File: config.mk
export PLATFORM = sky130hd
export DESIGN_NAME = dram_cmd_seq
export DESIGN_NICKNAME = d
export VERILOG_FILES = /design/src/rtl/dcs_pkg.sv /design/src/rtl/dcs_regs.sv /design/src/rtl/dcs_init_seq.sv /design/src/rtl/dcs_engine.sv /design/src/rtl/dram_cmd_seq.sv
export SDC_FILE = /design/constraint.sdc
export NUM_CORES = 1
export LEC_CHECK = 0
export BUFFER_PORTS_ARGS = -buffer_cell sky130_fd_sc_hd__buf_2
export CELL_PAD_IN_SITES_DETAIL_PLACEMENT = 1
export CELL_PAD_IN_SITES_GLOBAL_PLACEMENT = 2
export CORE_MARGIN = 1
export CORE_UTILIZATION = 35
export CTS_BUF_LIST = sky130_fd_sc_hd__clkbuf_16
export DETAILED_ROUTE_END_ITERATION = 6
export PLACE_DENSITY_LB_ADDON = 0.08
export SLEW_MARGIN = 20
export SYNTH_ARGS = -nofsm -noshare
export SYNTH_HDL_FRONTEND = slang
export SYNTH_SLANG_ARGS = --single-unit
File: constraint.sdc
create_clock -name clk_i -period 3.8 [get_ports clk_i]
set_input_delay 0.19 -clock clk_i [delete_from_list [all_inputs] [get_ports clk_i]]
set_output_delay 0.19 -clock clk_i [all_outputs]
set_load 0.02 [all_outputs]
File: src/rtl/dcs_pkg.sv
`timescale 1ns/1ps
package dcs_pkg;
  localparam int WORD_W  = 32;
  localparam int CODE_W  = 4;
  localparam int RANK_W  = 2;
  localparam int MRIX_W  = 3;
  localparam int MRDAT_W = 13;
  localparam int TMRD_W  = 8;
  localparam int TZQ_W   = 16;

  localparam int START_BIT = 31;
  localparam int RANK_LSB  = 20;
  localparam int MRIX_LSB  = 17;
  localparam int MRDAT_LSB = 4;

  localparam int ADR_CMD  = 0;
  localparam int ADR_PWR  = 1;
  localparam int ADR_STAT = 2;
  localparam int ADR_TMG  = 3;
  localparam int ADR_INIT = 4;

  localparam logic [CODE_W-1:0] OP_DES  = 4'd0;
  localparam logic [CODE_W-1:0] OP_PREA = 4'd1;
  localparam logic [CODE_W-1:0] OP_MRS  = 4'd3;
  localparam logic [CODE_W-1:0] OP_ZQL  = 4'd5;
  localparam logic [CODE_W-1:0] OP_MRR  = 4'd8;
  localparam logic [CODE_W-1:0] OP_DPD  = 4'd9;

  typedef enum logic [1:0] {ST_IDLE, ST_ISSUE, ST_WAIT} eng_st_e;

  typedef struct packed {
    logic [CODE_W-1:0]  code;
    logic [RANK_W-1:0]  rank;
    logic [MRIX_W-1:0]  mr_idx;
    logic [MRDAT_W-1:0] mr_dat;
    logic               pause;
  } cmd_t;

  function automatic logic is_known(input logic [CODE_W-1:0] c);
    return (c <= 4'd6) || (c == OP_MRR) || (c == OP_DPD);
  endfunction

  function automatic logic [MRDAT_W-1:0] mr0_enc(input logic [3:0] cl, input logic [4:0] wr);
    logic [3:0] c;
    logic [4:0] w;
    logic [MRDAT_W-1:0] v;
    c = cl - 4'd4;
    w = wr - 5'd4;
    v = '0;
    v[6:4] = c[2:0];
    v[1]   = c[3];
    v[8]   = 1'b1;
    if (wr <= 5'd8) v[11:9] = w[2:0];
    else            v[11:9] = wr[3:1];
    return v;
  endfunction

  function automatic logic [MRDAT_W-1:0] mr2_enc(input logic [3:0] cwl);
    logic [3:0] c;
    logic [MRDAT_W-1:0] v;
    c = cwl - 4'd5;
    v = '0;
    v[5:3] = c[2:0];
    return v;
  endfunction
endpackage

File: src/rtl/dcs_regs.sv
`timescale 1ns/1ps
module dcs_regs
  import dcs_pkg::*;
#(
  parameter int AW        = 3,
  parameter int TMRD_RST  = 4,
  parameter int TZQCL_RST = 256,
  parameter int CL_RST    = 6,
  parameter int CWL_RST   = 5,
  parameter int WR_RST    = 6
) (
  input  logic                clk_i,
  input  logic                rst_ni,
  input  logic                we_i,
  input  logic [AW-1:0]       addr_i,
  input  logic [WORD_W-1:0]   wdata_i,
  output logic [WORD_W-1:0]   rdata_o,
  input  logic                busy_i,
  output logic                cmd_acc_o,
  output cmd_t                sw_cmd_o,
  output logic                pwr_req_o,
  input  logic                pwr_done_i,
  output logic                err_o,
  output logic [TMRD_W-1:0]   tmrd_o,
  output logic [TZQ_W-1:0]    tzqcl_o,
  output logic [3:0]          cl_o,
  output logic [3:0]          cwl_o,
  output logic [4:0]          wr_o,
  output logic                init_trig_o
);
  logic wr_cmd, reject;
  logic done_q, auto_q;
  cmd_t cmd_q;
  logic unused_wdata;

  assign unused_wdata = ^wdata_i[30:24];
  assign wr_cmd    = we_i && (addr_i == AW'(ADR_CMD)) && wdata_i[START_BIT];
  assign cmd_acc_o = wr_cmd && !busy_i;
  assign reject    = wr_cmd && busy_i;

  always_comb begin
    sw_cmd_o.code   = wdata_i[CODE_W-1:0];
    sw_cmd_o.rank   = wdata_i[RANK_LSB +: RANK_W];
    sw_cmd_o.mr_idx = wdata_i[MRIX_LSB +: MRIX_W];
    sw_cmd_o.mr_dat = wdata_i[MRDAT_LSB +: MRDAT_W];
    sw_cmd_o.pause  = 1'b0;
  end

  always_ff @(posedge clk_i or negedge rst_ni) begin
    if (!rst_ni) begin
      cmd_q     <= '0;
      err_o     <= 1'b0;
      pwr_req_o <= 1'b0;
      done_q    <= 1'b0;
      auto_q    <= 1'b0;
      tmrd_o    <= TMRD_W'(TMRD_RST);
      tzqcl_o   <= TZQ_W'(TZQCL_RST);
      cl_o      <= 4'(CL_RST);
      cwl_o     <= 4'(CWL_RST);
      wr_o      <= 5'(WR_RST);
    end else begin
      done_q <= pwr_done_i;
      if (cmd_acc_o) cmd_q <= sw_cmd_o;
      if (reject) err_o <= 1'b1;
      else if (we_i && addr_i == AW'(ADR_STAT) && wdata_i[1]) err_o <= 1'b0;
      if (pwr_done_i) pwr_req_o <= 1'b0;
      else if (we_i && addr_i == AW'(ADR_PWR) && wdata_i[0]) pwr_req_o <= 1'b1;
      if (we_i && addr_i == AW'(ADR_TMG)) begin
        tmrd_o  <= wdata_i[7:0];
        tzqcl_o <= wdata_i[23:8];
      end
      if (we_i && addr_i == AW'(ADR_INIT)) begin
        auto_q <= wdata_i[0];
        cl_o   <= wdata_i[7:4];
        cwl_o  <= wdata_i[11:8];
        wr_o   <= wdata_i[16:12];
      end
    end
  end

  assign init_trig_o = pwr_done_i && !done_q && auto_q;

  always_comb begin
    rdata_o = '0;
    case (addr_i)
      AW'(ADR_CMD):  rdata_o = {busy_i, 9'b0, cmd_q.rank, cmd_q.mr_idx, cmd_q.mr_dat, cmd_q.code};
      AW'(ADR_PWR):  rdata_o = {31'b0, pwr_req_o};
      AW'(ADR_STAT): rdata_o = {30'b0, err_o, done_q};
      AW'(ADR_TMG):  rdata_o = {8'b0, tzqcl_o, tmrd_o};
      AW'(ADR_INIT): rdata_o = {15'b0, wr_o, cwl_o, cl_o, 3'b0, auto_q};
      default:       rdata_o = '0;
    endcase
  end
endmodule

File: src/rtl/dcs_init_seq.sv
`timescale 1ns/1ps
module dcs_init_seq
  import dcs_pkg::*;
#(
  parameter logic [MRDAT_W-1:0] MR1_VAL = 13'h040
) (
  input  logic       clk_i,
  input  logic       rst_ni,
  input  logic       trig_i,
  input  logic       acc_i,
  input  logic [3:0] cl_i,
  input  logic [3:0] cwl_i,
  input  logic [4:0] wr_i,
  output logic       active_o,
  output cmd_t       cmd_o
);
  localparam int NSTEP = 7;
  localparam int SW    = $clog2(NSTEP);

  logic [SW-1:0] step_q;

  always_ff @(posedge clk_i or negedge rst_ni) begin
    if (!rst_ni) begin
      active_o <= 1'b0;
      step_q   <= '0;
    end else if (!active_o) begin
      if (trig_i) begin
        active_o <= 1'b1;
        step_q   <= '0;
      end
    end else if (acc_i) begin
      if (step_q == SW'(NSTEP-1)) active_o <= 1'b0;
      else step_q <= step_q + 1'b1;
    end
  end

  // fixed bring-up order: DES, PREA, MR2, MR3, MR1, MR0, ZQCL
  always_comb begin
    cmd_o        = '0;
    cmd_o.rank   = 2'b11;
    case (step_q)
      SW'(0): begin cmd_o.code = OP_DES; cmd_o.pause = 1'b1; end
      SW'(1): cmd_o.code = OP_PREA;
      SW'(2): begin cmd_o.code = OP_MRS; cmd_o.mr_idx = 3'd2; cmd_o.mr_dat = mr2_enc(cwl_i); end
      SW'(3): begin cmd_o.code = OP_MRS; cmd_o.mr_idx = 3'd3; end
      SW'(4): begin cmd_o.code = OP_MRS; cmd_o.mr_idx = 3'd1; cmd_o.mr_dat = MR1_VAL; end
      SW'(5): begin cmd_o.code = OP_MRS; cmd_o.mr_idx = 3'd0; cmd_o.mr_dat = mr0_enc(cl_i, wr_i); end
      default: cmd_o.code = OP_ZQL;
    endcase
  end
endmodule

File: src/rtl/dcs_engine.sv
`timescale 1ns/1ps
module dcs_engine
  import dcs_pkg::*;
#(
  parameter int PAUSE_CYC = 250,
  parameter int CNT_W     = 16
) (
  input  logic                clk_i,
  input  logic                rst_ni,
  input  logic                launch_i,
  input  cmd_t                cmd_i,
  input  logic [TMRD_W-1:0]   tmrd_i,
  input  logic [TZQ_W-1:0]    tzqcl_i,
  output logic                ready_o,
  output logic                busy_o,
  output logic                valid_o,
  output logic [CODE_W-1:0]   code_o,
  output logic [RANK_W-1:0]   rank_o,
  output logic [MRIX_W-1:0]   mr_idx_o,
  output logic [MRDAT_W-1:0]  mr_dat_o
);
  eng_st_e          st_q;
  cmd_t             cur_q;
  logic [CNT_W-1:0] cnt_q, gap;
  logic             known, fin;

  assign known = is_known(cur_q.code);

  always_comb begin
    gap = '0;
    if (known) begin
      if (cur_q.code == OP_MRS)      gap = CNT_W'(tmrd_i);
      else if (cur_q.code == OP_ZQL) gap = CNT_W'(tzqcl_i);
      else if (cur_q.pause)          gap = CNT_W'(PAUSE_CYC);
    end
  end

  // finishing cycle may launch the next command back-to-back
  assign fin     = (st_q == ST_ISSUE && gap <= CNT_W'(1)) ||
                   (st_q == ST_WAIT && cnt_q == CNT_W'(1));
  assign ready_o = (st_q == ST_IDLE) || fin;
  assign busy_o  = (st_q != ST_IDLE);

  always_ff @(posedge clk_i or negedge rst_ni) begin
    if (!rst_ni) begin
      st_q  <= ST_IDLE;
      cur_q <= '0;
      cnt_q <= '0;
    end else if (launch_i && ready_o) begin
      cur_q <= cmd_i;
      st_q  <= ST_ISSUE;
    end else if (fin) begin
      st_q <= ST_IDLE;
    end else if (st_q == ST_ISSUE) begin
      st_q  <= ST_WAIT;
      cnt_q <= gap - CNT_W'(1);
    end else if (st_q == ST_WAIT) begin
      cnt_q <= cnt_q - CNT_W'(1);
    end
  end

  assign valid_o  = (st_q == ST_ISSUE) && known;
  assign code_o   = cur_q.code;
  assign rank_o   = cur_q.rank;
  assign mr_idx_o = cur_q.mr_idx;
  assign mr_dat_o = cur_q.mr_dat;
endmodule

File: src/rtl/dram_cmd_seq.sv
`timescale 1ns/1ps
module dram_cmd_seq
  import dcs_pkg::*;
#(
  parameter int AW        = 3,
  parameter int PAUSE_CYC = 250,
  parameter int TMRD_RST  = 4,
  parameter int TZQCL_RST = 256,
  parameter int CL_RST    = 6,
  parameter int CWL_RST   = 5,
  parameter int WR_RST    = 6,
  parameter logic [MRDAT_W-1:0] MR1_VAL = 13'h040
) (
  input  logic               clk_i,
  input  logic               rst_ni,
  input  logic               reg_we_i,
  input  logic [AW-1:0]      reg_addr_i,
  input  logic [31:0]        reg_wdata_i,
  output logic [31:0]        reg_rdata_o,
  output logic               pwrup_start_o,
  input  logic               pwrup_done_i,
  output logic               dram_cmd_valid_o,
  output logic [3:0]         dram_cmd_o,
  output logic [1:0]         dram_rank_o,
  output logic [2:0]         dram_mr_idx_o,
  output logic [12:0]        dram_mr_data_o
);
  localparam int CNT_W = (TZQ_W > $clog2(PAUSE_CYC + 1)) ? TZQ_W : $clog2(PAUSE_CYC + 1);

  logic              busy_any, eng_busy, eng_ready, init_active, init_trig;
  logic              sw_acc, launch, err_q;
  cmd_t              sw_cmd, init_cmd, sel_cmd;
  logic [TMRD_W-1:0] tmrd_q;
  logic [TZQ_W-1:0]  tzqcl_q;
  logic [3:0]        cl_q, cwl_q;
  logic [4:0]        wr_q;

  assign busy_any = eng_busy || init_active;
  assign launch   = init_active || sw_acc;
  assign sel_cmd  = init_active ? init_cmd : sw_cmd;

  dcs_regs #(
    .AW(AW), .TMRD_RST(TMRD_RST), .TZQCL_RST(TZQCL_RST),
    .CL_RST(CL_RST), .CWL_RST(CWL_RST), .WR_RST(WR_RST)
  ) regs_i (
    .clk_i, .rst_ni,
    .we_i(reg_we_i), .addr_i(reg_addr_i), .wdata_i(reg_wdata_i), .rdata_o(reg_rdata_o),
    .busy_i(busy_any), .cmd_acc_o(sw_acc), .sw_cmd_o(sw_cmd),
    .pwr_req_o(pwrup_start_o), .pwr_done_i(pwrup_done_i), .err_o(err_q),
    .tmrd_o(tmrd_q), .tzqcl_o(tzqcl_q), .cl_o(cl_q), .cwl_o(cwl_q), .wr_o(wr_q),
    .init_trig_o(init_trig)
  );

  dcs_init_seq #(.MR1_VAL(MR1_VAL)) init_i (
    .clk_i, .rst_ni,
    .trig_i(init_trig), .acc_i(init_active && eng_ready),
    .cl_i(cl_q), .cwl_i(cwl_q), .wr_i(wr_q),
    .active_o(init_active), .cmd_o(init_cmd)
  );

  dcs_engine #(.PAUSE_CYC(PAUSE_CYC), .CNT_W(CNT_W)) eng_i (
    .clk_i, .rst_ni,
    .launch_i(launch), .cmd_i(sel_cmd), .tmrd_i(tmrd_q), .tzqcl_i(tzqcl_q),
    .ready_o(eng_ready), .busy_o(eng_busy),
    .valid_o(dram_cmd_valid_o), .code_o(dram_cmd_o), .rank_o(dram_rank_o),
    .mr_idx_o(dram_mr_idx_o), .mr_dat_o(dram_mr_data_o)
  );
endmodule

==> Word level (Yosys, flattened, before mapping) <==
Cells that the tools add are included.
{ "totals": {"reg_bits": 108, "out_inout_bits": 56, "input_bits": 39} }
{ "classes": {"n_addsub": 6, "n_eq_ne": 19, "n_bitwise": 2, "muxes": 28, "n_reduce_logical": 37, "magnitude_cmp": 3} }
{ "op_table": {"columns": ["op", "count"], "rows": [
  ["$pmux W32 S5", 1],
  ["$mux W16", 5],
  ["$pmux W12 S3", 1],
  ["$sub A16 B1 Y16 const B", 2],
  ["$mux W23", 1],
  ["$logic_and A1 B1 Y1", 17],
  ["$eq A16 B1 Y1 const B", 1],
  ["$le A16 B1 Y1 const B", 1],
  ["$mux W3", 5],
  ["$eq A3 B2 Y1 const B", 4],
  ["$eq A3 B3 Y1 const B", 4],
  ["$reduce_bool A2 Y1", 5],
  ["$mux W1", 9],
  ["$pmux W3 S3", 1],
  ["$eq A4 B4 Y1 const B", 2],
  ["$mux W8", 1],
  ["$eq A3 B1 Y1 const B", 2],
  ["$logic_not A3 Y1", 2],
  ["$logic_or A1 B1 Y1", 6],
  ["$mux W2", 3],
  ["$pmux W2 S3", 1],
  ["$reduce_and A3 Y1", 2],
  ["$sub A3 B3 Y3 const B", 2],
  ["$le A5 B4 Y1 const B", 1],
  ["14 further kinds", 16]
]} }

==> Depth between registers and ports, before layout <==
{ "depth": {"ltp_word": 11, "mapped_depth": 14, "ltp_nobuf": 11} }

==> Cells and area by module <==
A second synthesis with hierarchy kept.
{ "hier_totals": {"cells_unflattened": 674, "hier_area_um2": 7387.1} }
{ "by_module_without_submodules": {"columns": ["module", "area_each_um2", "instances", "cells_per_inst", "seq_area_each_um2"], "rows": [
  ["dcs_regs", 3348.2, 1, 238, 1586.5],
  ["dcs_engine", 3099.2, 1, 336, 1026.0],
  ["dcs_init_seq", 551.8, 1, 71, 100.1],
  ["dram_cmd_seq", 387.9, 1, 29, 0.0]
]} }

==> Worst setup path after synthesis <==
Ideal clock, no wire load.
{ "synth_timing": {"kind": "register to register", "start": "register eng_i.cur_q (netlist bit eng_i.code_o[2])", "end": "register eng_i.cnt_q[5]", "required_ns": 3.676, "setup_time_ns": 0.124, "period_less_slack_ns": 3.076, "stages_incl_launch_ff": 14, "t_arrival_ns": 2.952, "n_path_buf": 3, "setup_slack_ns": 0.724, "cell_sequence": "dfrtp_1 buf_2 clkbuf_1 o21ai_0 nand2_1 or4_1 ha_1 o21ai_0 a21oi_2 and3_1 or2_1 buf_4 a21o_1 a211o_1"} }
{ "synth_via": {"elab_chain_len": 11, "word_cells_on_any_way": 20, "cone_classes": "1 x add/sub; 2 x order compare; 4 x eq/ne; 4 x mux; 2 x bitwise; 7 x reduce/logical"} }
{ "synth_lines": {"columns": ["item", "line", "text"], "rows": [
  ["from (decl)", "dcs_engine.sv:23", "cmd_t cur_q;"],
  ["from (signal assigned)", "dcs_engine.sv:50", "cur_q <= cmd_i;"],
  ["$le A4 B3 Y1 (tied with other cells)", "dcs_pkg.sv:40", "return (c <= 4'd6) || (c == OP_MRR) || (c == OP_DPD);"],
  ["$logic_or A1 B1 Y1 or $mux W16 (tied branches)", "dcs_pkg.sv:40, dcs_engine.sv:33", null],
  ["$logic_or A1 B1 Y1 or $mux W16 (tied branches)", "dcs_pkg.sv:40, dcs_engine.sv:32", null],
  ["$mux W16 (*)", "dcs_engine.sv:31", "if (known) begin"],
  ["$le A16 B1 Y1", "dcs_engine.sv:39", "assign fin = (st_q == ST_ISSUE && gap <= CNT_W'(1)) ||"],
  ["$logic_and A1 B1 Y1", "dcs_engine.sv:39", null],
  ["$logic_or A1 B1 Y1", "dcs_engine.sv:39", null],
  ["$logic_or A1 B1 Y1", "dcs_engine.sv:41", "assign ready_o = (st_q == ST_IDLE) || fin;"],
  ["$logic_and A1 B1 Y1", "dcs_engine.sv:49", "end else if (launch_i && ready_o) begin"],
  ["$not A1 Y1 (no line)", null, null],
  ["$reduce_and A3 Y1 (no line)", null, null],
  ["to (signal assigned)", "dcs_engine.sv:56", "cnt_q <= gap - CNT_W'(1);"],
  ["to (signal assigned)", "dcs_engine.sv:58", "cnt_q <= cnt_q - CNT_W'(1);"],
  ["to (decl)", "dcs_engine.sv:24", "logic [CNT_W-1:0] cnt_q, gap;"]
]} }
Every way passes the cells marked *; elsewhere a longest branch is shown, timed or not.
A chain may end at the register's enable or synchronous reset.

==> Final worst setup path <==
Ends and elaborated chain as after synthesis.

==> flow_metrics.tcl <==
set metrics [dict create \
    max_freq_mhz 299 \
    synth_top_cell_by_area "dfrtp_1" \
    routed_wl_microns 20300 \
    finalSetupTns_ns 0 \
    path_clk_slew_ns 0.08 \
    synth.yosys.seq_area_share 0.427 \
    cp.arrival_ns 3.59 \
    port_buffers 80 \
    max_slew.worst_pin.slew_ns 0.914 \
    synth-edff-count 0 \
    leakagePower_uw 0.00336 \
    core_sq_um 17500 \
    drc 0 \
    clock_sinks 108 \
    worst-setup-path-type "register to register" \
    r2r_cells 10 \
    cp-end-kind "register" \
    grt_max_degree 60 \
    avgViaCountPerCell 5.41 \
    die_area_sq_um 18700 \
    p_per_area_nw_per_um2 367 \
    cts_tree "done" \
    maxSlewViolCount 0 \
    yosys-top-cells-area "dfrtp_1 39%, nand2_1 7.6%, mux2_2 6.2%" \
    hold_class "input port to register" \
    hpwl_microns 14900 \
    htreeDepth 3 \
    grt_pass1_vias 5754 \
    row_count 48 \
    design.final.nets 818 \
    post-route-period-util 0.879 \
    hold_slack_ns 0.0571 \
    place_ws_ns 0.506 \
    insertion_delay_ns 0.36 \
    overflow 0 \
    via_count 5391 \
    multiInputGateArea_sq_um 3200 \
    areaGrowthSynthToFinish_pct 12.1 \
    final_common_cell "nand2_1" \
    synthDistinctLibCells 68 \
    ctsResizeCount 0 \
    cts_root_buffer "clkbuf_16" \
    synth_ff_type "dfrtp_1" \
    slowest_stage "dfrtp_1" \
    die_x_microns 137 \
    worst-endpoint-required_ns 4.05 \
    place_congestion 0.819 \
    grt_pass1_wl_microns 32400 \
    worst_r2r_endpoint "eng_i.cnt_q[5]$_DFFE_PN0P_" \
    min_from "reg_wdata_i[3]" \
    cp_max_fo 12 \
    dieHeight_microns 137 \
    synth_top_area_share 0.394 \
    antenna_left 0 \
    firstDrtPassIters 4 \
    utilization 0.407 \
    whs_path_depth 3 \
    max_stage_delay_ns 0.58 \
    layout-drive-gt1-share 0.218 \
    hold_viol_final 0 \
    regArea_sq_um 2710 \
    cts_buffers 9 \
    antenna_found_initial 0 \
    r2r_slack_ns 0.46 \
    ys_ff_latch 108 \
    startpoint_type "register" \
    rr_startpoint "eng_i.code_o[2]$_DFFE_PN0P_" \
    avgSynthCellArea_sq_um 8.85 \
    synthesis.area_sq_um 6350 \
    fill_cells 2056 \
    gr-usage-all-layers 0.231 \
    initial_utilization 0.363 \
    vdd_drop_max_mv 0.210 \
    final_cell_mix "129 x nand2_1, 100 x dfrtp_1, 79 x buf_2" \
    worstHoldEndpoint "regs_i.cmd_q[22]$_DFFE_PN0P_" \
    outcome "finished, final reports clean" \
    cts_hold_buf 2 \
    syn_inst 717 \
    path_cells "nor2_1 > o21ba_2 > or4_1 > ha_1 > o21ai_0 > a21oi_2 > and3_1 > or2_1 > a21o_1 > a211o_1" \
    max_cap_violations 0 \
    yosysWarnings 0 \
    wl_per_cell_microns 20.3 \
    diodes 0 \
    first_iter_violations 199 \
    setup_viol 0 \
    min_period_ns 3.34 \
    async_flop_share 1.00 \
    cts_setup_buffers 0 \
    io_pins 95 \
    fin_worst_skew_ns 0.00838 \
    rsz0062_at_grt "no" \
    slew_headroom 0.390 \
    finalWorstSetupSlack_ns 0.460 \
    cts_buffer_depth 2 \
]
## power breakdown
| part | total (uW) | leakage (uW) | switching, uW | internal, uW |
|---|---|---|---|---|
| clock network | 928 | 0.000135 | 478 | 451 |
| logic | 318 | 0.00189 | 174 | 144 |
| registers | 1370 | 0.00134 | 115 | 1250 |
## cell usage after synthesis, types with 5 or more instances
library cell  instances
buf_2                 6
a32oi_1               6
nor3_1               13
o22ai_1               8
a22oi_1              12
inv_1                21
and2_1                6
a31oi_1               5
mux2i_1              17
buf_4                30
o22a_1                5
buf_1                 5
nand2_1             129
nor2_1               47
ha_1                 13
a22o_1                6
and3_1               13
clkbuf_1             26
mux2_2               35
nand3b_1              5
nor2b_1               9
dfrtp_1             100
nand2b_1              7
o21ai_1              23
nor4_1               10
o21ai_0              45
dfstp_2               8
nand3_1              12
a21oi_1              34
## cell type report
class | instances | area share
clock inverter | 7 | 0.00738
multi-input combinational | 526 | 0.449
tap | 225 | 0.0395
sequential | 108 | 0.381
inverter | 21 | 0.0111
timing repair buffer | 100 | 0.0802
clock buffer | 9 | 0.0316
## per-stage QoR
stage | area, sq um | total power (uW) | cells
floorplan | 6370 | 1550 | 723
global placement | 6820 | 1700 | 978
detailed placement | 6820 | 1710 | 978
CTS | 7120 | 2640 | 996
global route | 7120 | 2730 | 996
finish | 7120 | 2610 | 996
## registers in the layout (all words and copies together) (netlist names), 2 cells and up
| signal | flops |
|---|---|
| regs_i.cmd_q | 22 |
| eng_i.code_o | 4 |
| init_i.step_q | 3 |
| eng_i.st_q | 2 |
| eng_i.mr_dat_o | 13 |
| regs_i.cwl_o | 4 |
| regs_i.tmrd_o | 8 |
| regs_i.wr_o | 5 |
| eng_i.mr_idx_o | 3 |
| regs_i.cl_o | 4 |
| eng_i.rank_o | 2 |
| regs_i.tzqcl_o | 16 |
| eng_i.cnt_q | 16 |
## how the worst max path moves through the flow
stage          depth (start not counted)                    endpoint  slack (ns)                   startpoint
5_1_grt                               10  eng_i.cnt_q[5]$_DFFE_PN0P_        0.26  eng_i.code_o[0]$_DFFE_PN0P_
3_5_place_dp                          10  eng_i.cnt_q[5]$_DFFE_PN0P_        0.51  eng_i.code_o[0]$_DFFE_PN0P_
2_1_floorplan                         13  eng_i.cnt_q[5]$_DFFE_PN0P_        0.72  eng_i.code_o[2]$_DFFE_PN0P_
6_report                              10  eng_i.cnt_q[5]$_DFFE_PN0P_        0.46  eng_i.code_o[2]$_DFFE_PN0P_
3_3_place_gp                          10  eng_i.cnt_q[5]$_DFFE_PN0P_        0.52  eng_i.code_o[3]$_DFFE_PN0P_
4_1_cts                               10  eng_i.cnt_q[5]$_DFFE_PN0P_        0.48  eng_i.code_o[2]$_DFFE_PN0P_
## logic make-up after synthesis
| kind of cell | count (synthesis) | synth area share |
|---|---|---|
| DFF | 108 | 0.427 |
| xor gates and xnor gates | 6 | 0.00828 |
| adders and majority gates | 13 | 0.0256 |
| and+or+nand+nor | 274 | 0.204 |
| muxes | 53 | 0.0907 |
| other | 1 | 0.000591 |
| buffers and inverters | 89 | 0.0727 |
| AOI/OAI and AO/OA | 173 | 0.171 |
## routing by layer
metal | global-route usage | vias up | part of all wire
met5 | 0 | - | 0
met4 | 0.0519 | 0 | 0.0091
met3 | 0.0333 | 13 | 0.020
met2 | 0.402 | 70 | 0.50
met1 | 0.302 | 2732 | 0.47
li1 | - | 2576 | -
## worst max-delay path, delay by kind of cell, from the launching register on
kind                     cells  cell delay (ns)
AO/OA/AOI/OAI                5             1.03
adder cells (fa/ha/maj)      1             0.29
flip-flops                   1             0.58
AND/OR/NAND/NOR              4             1.31
Note: power is estimated with default switching activity, not from simulation.
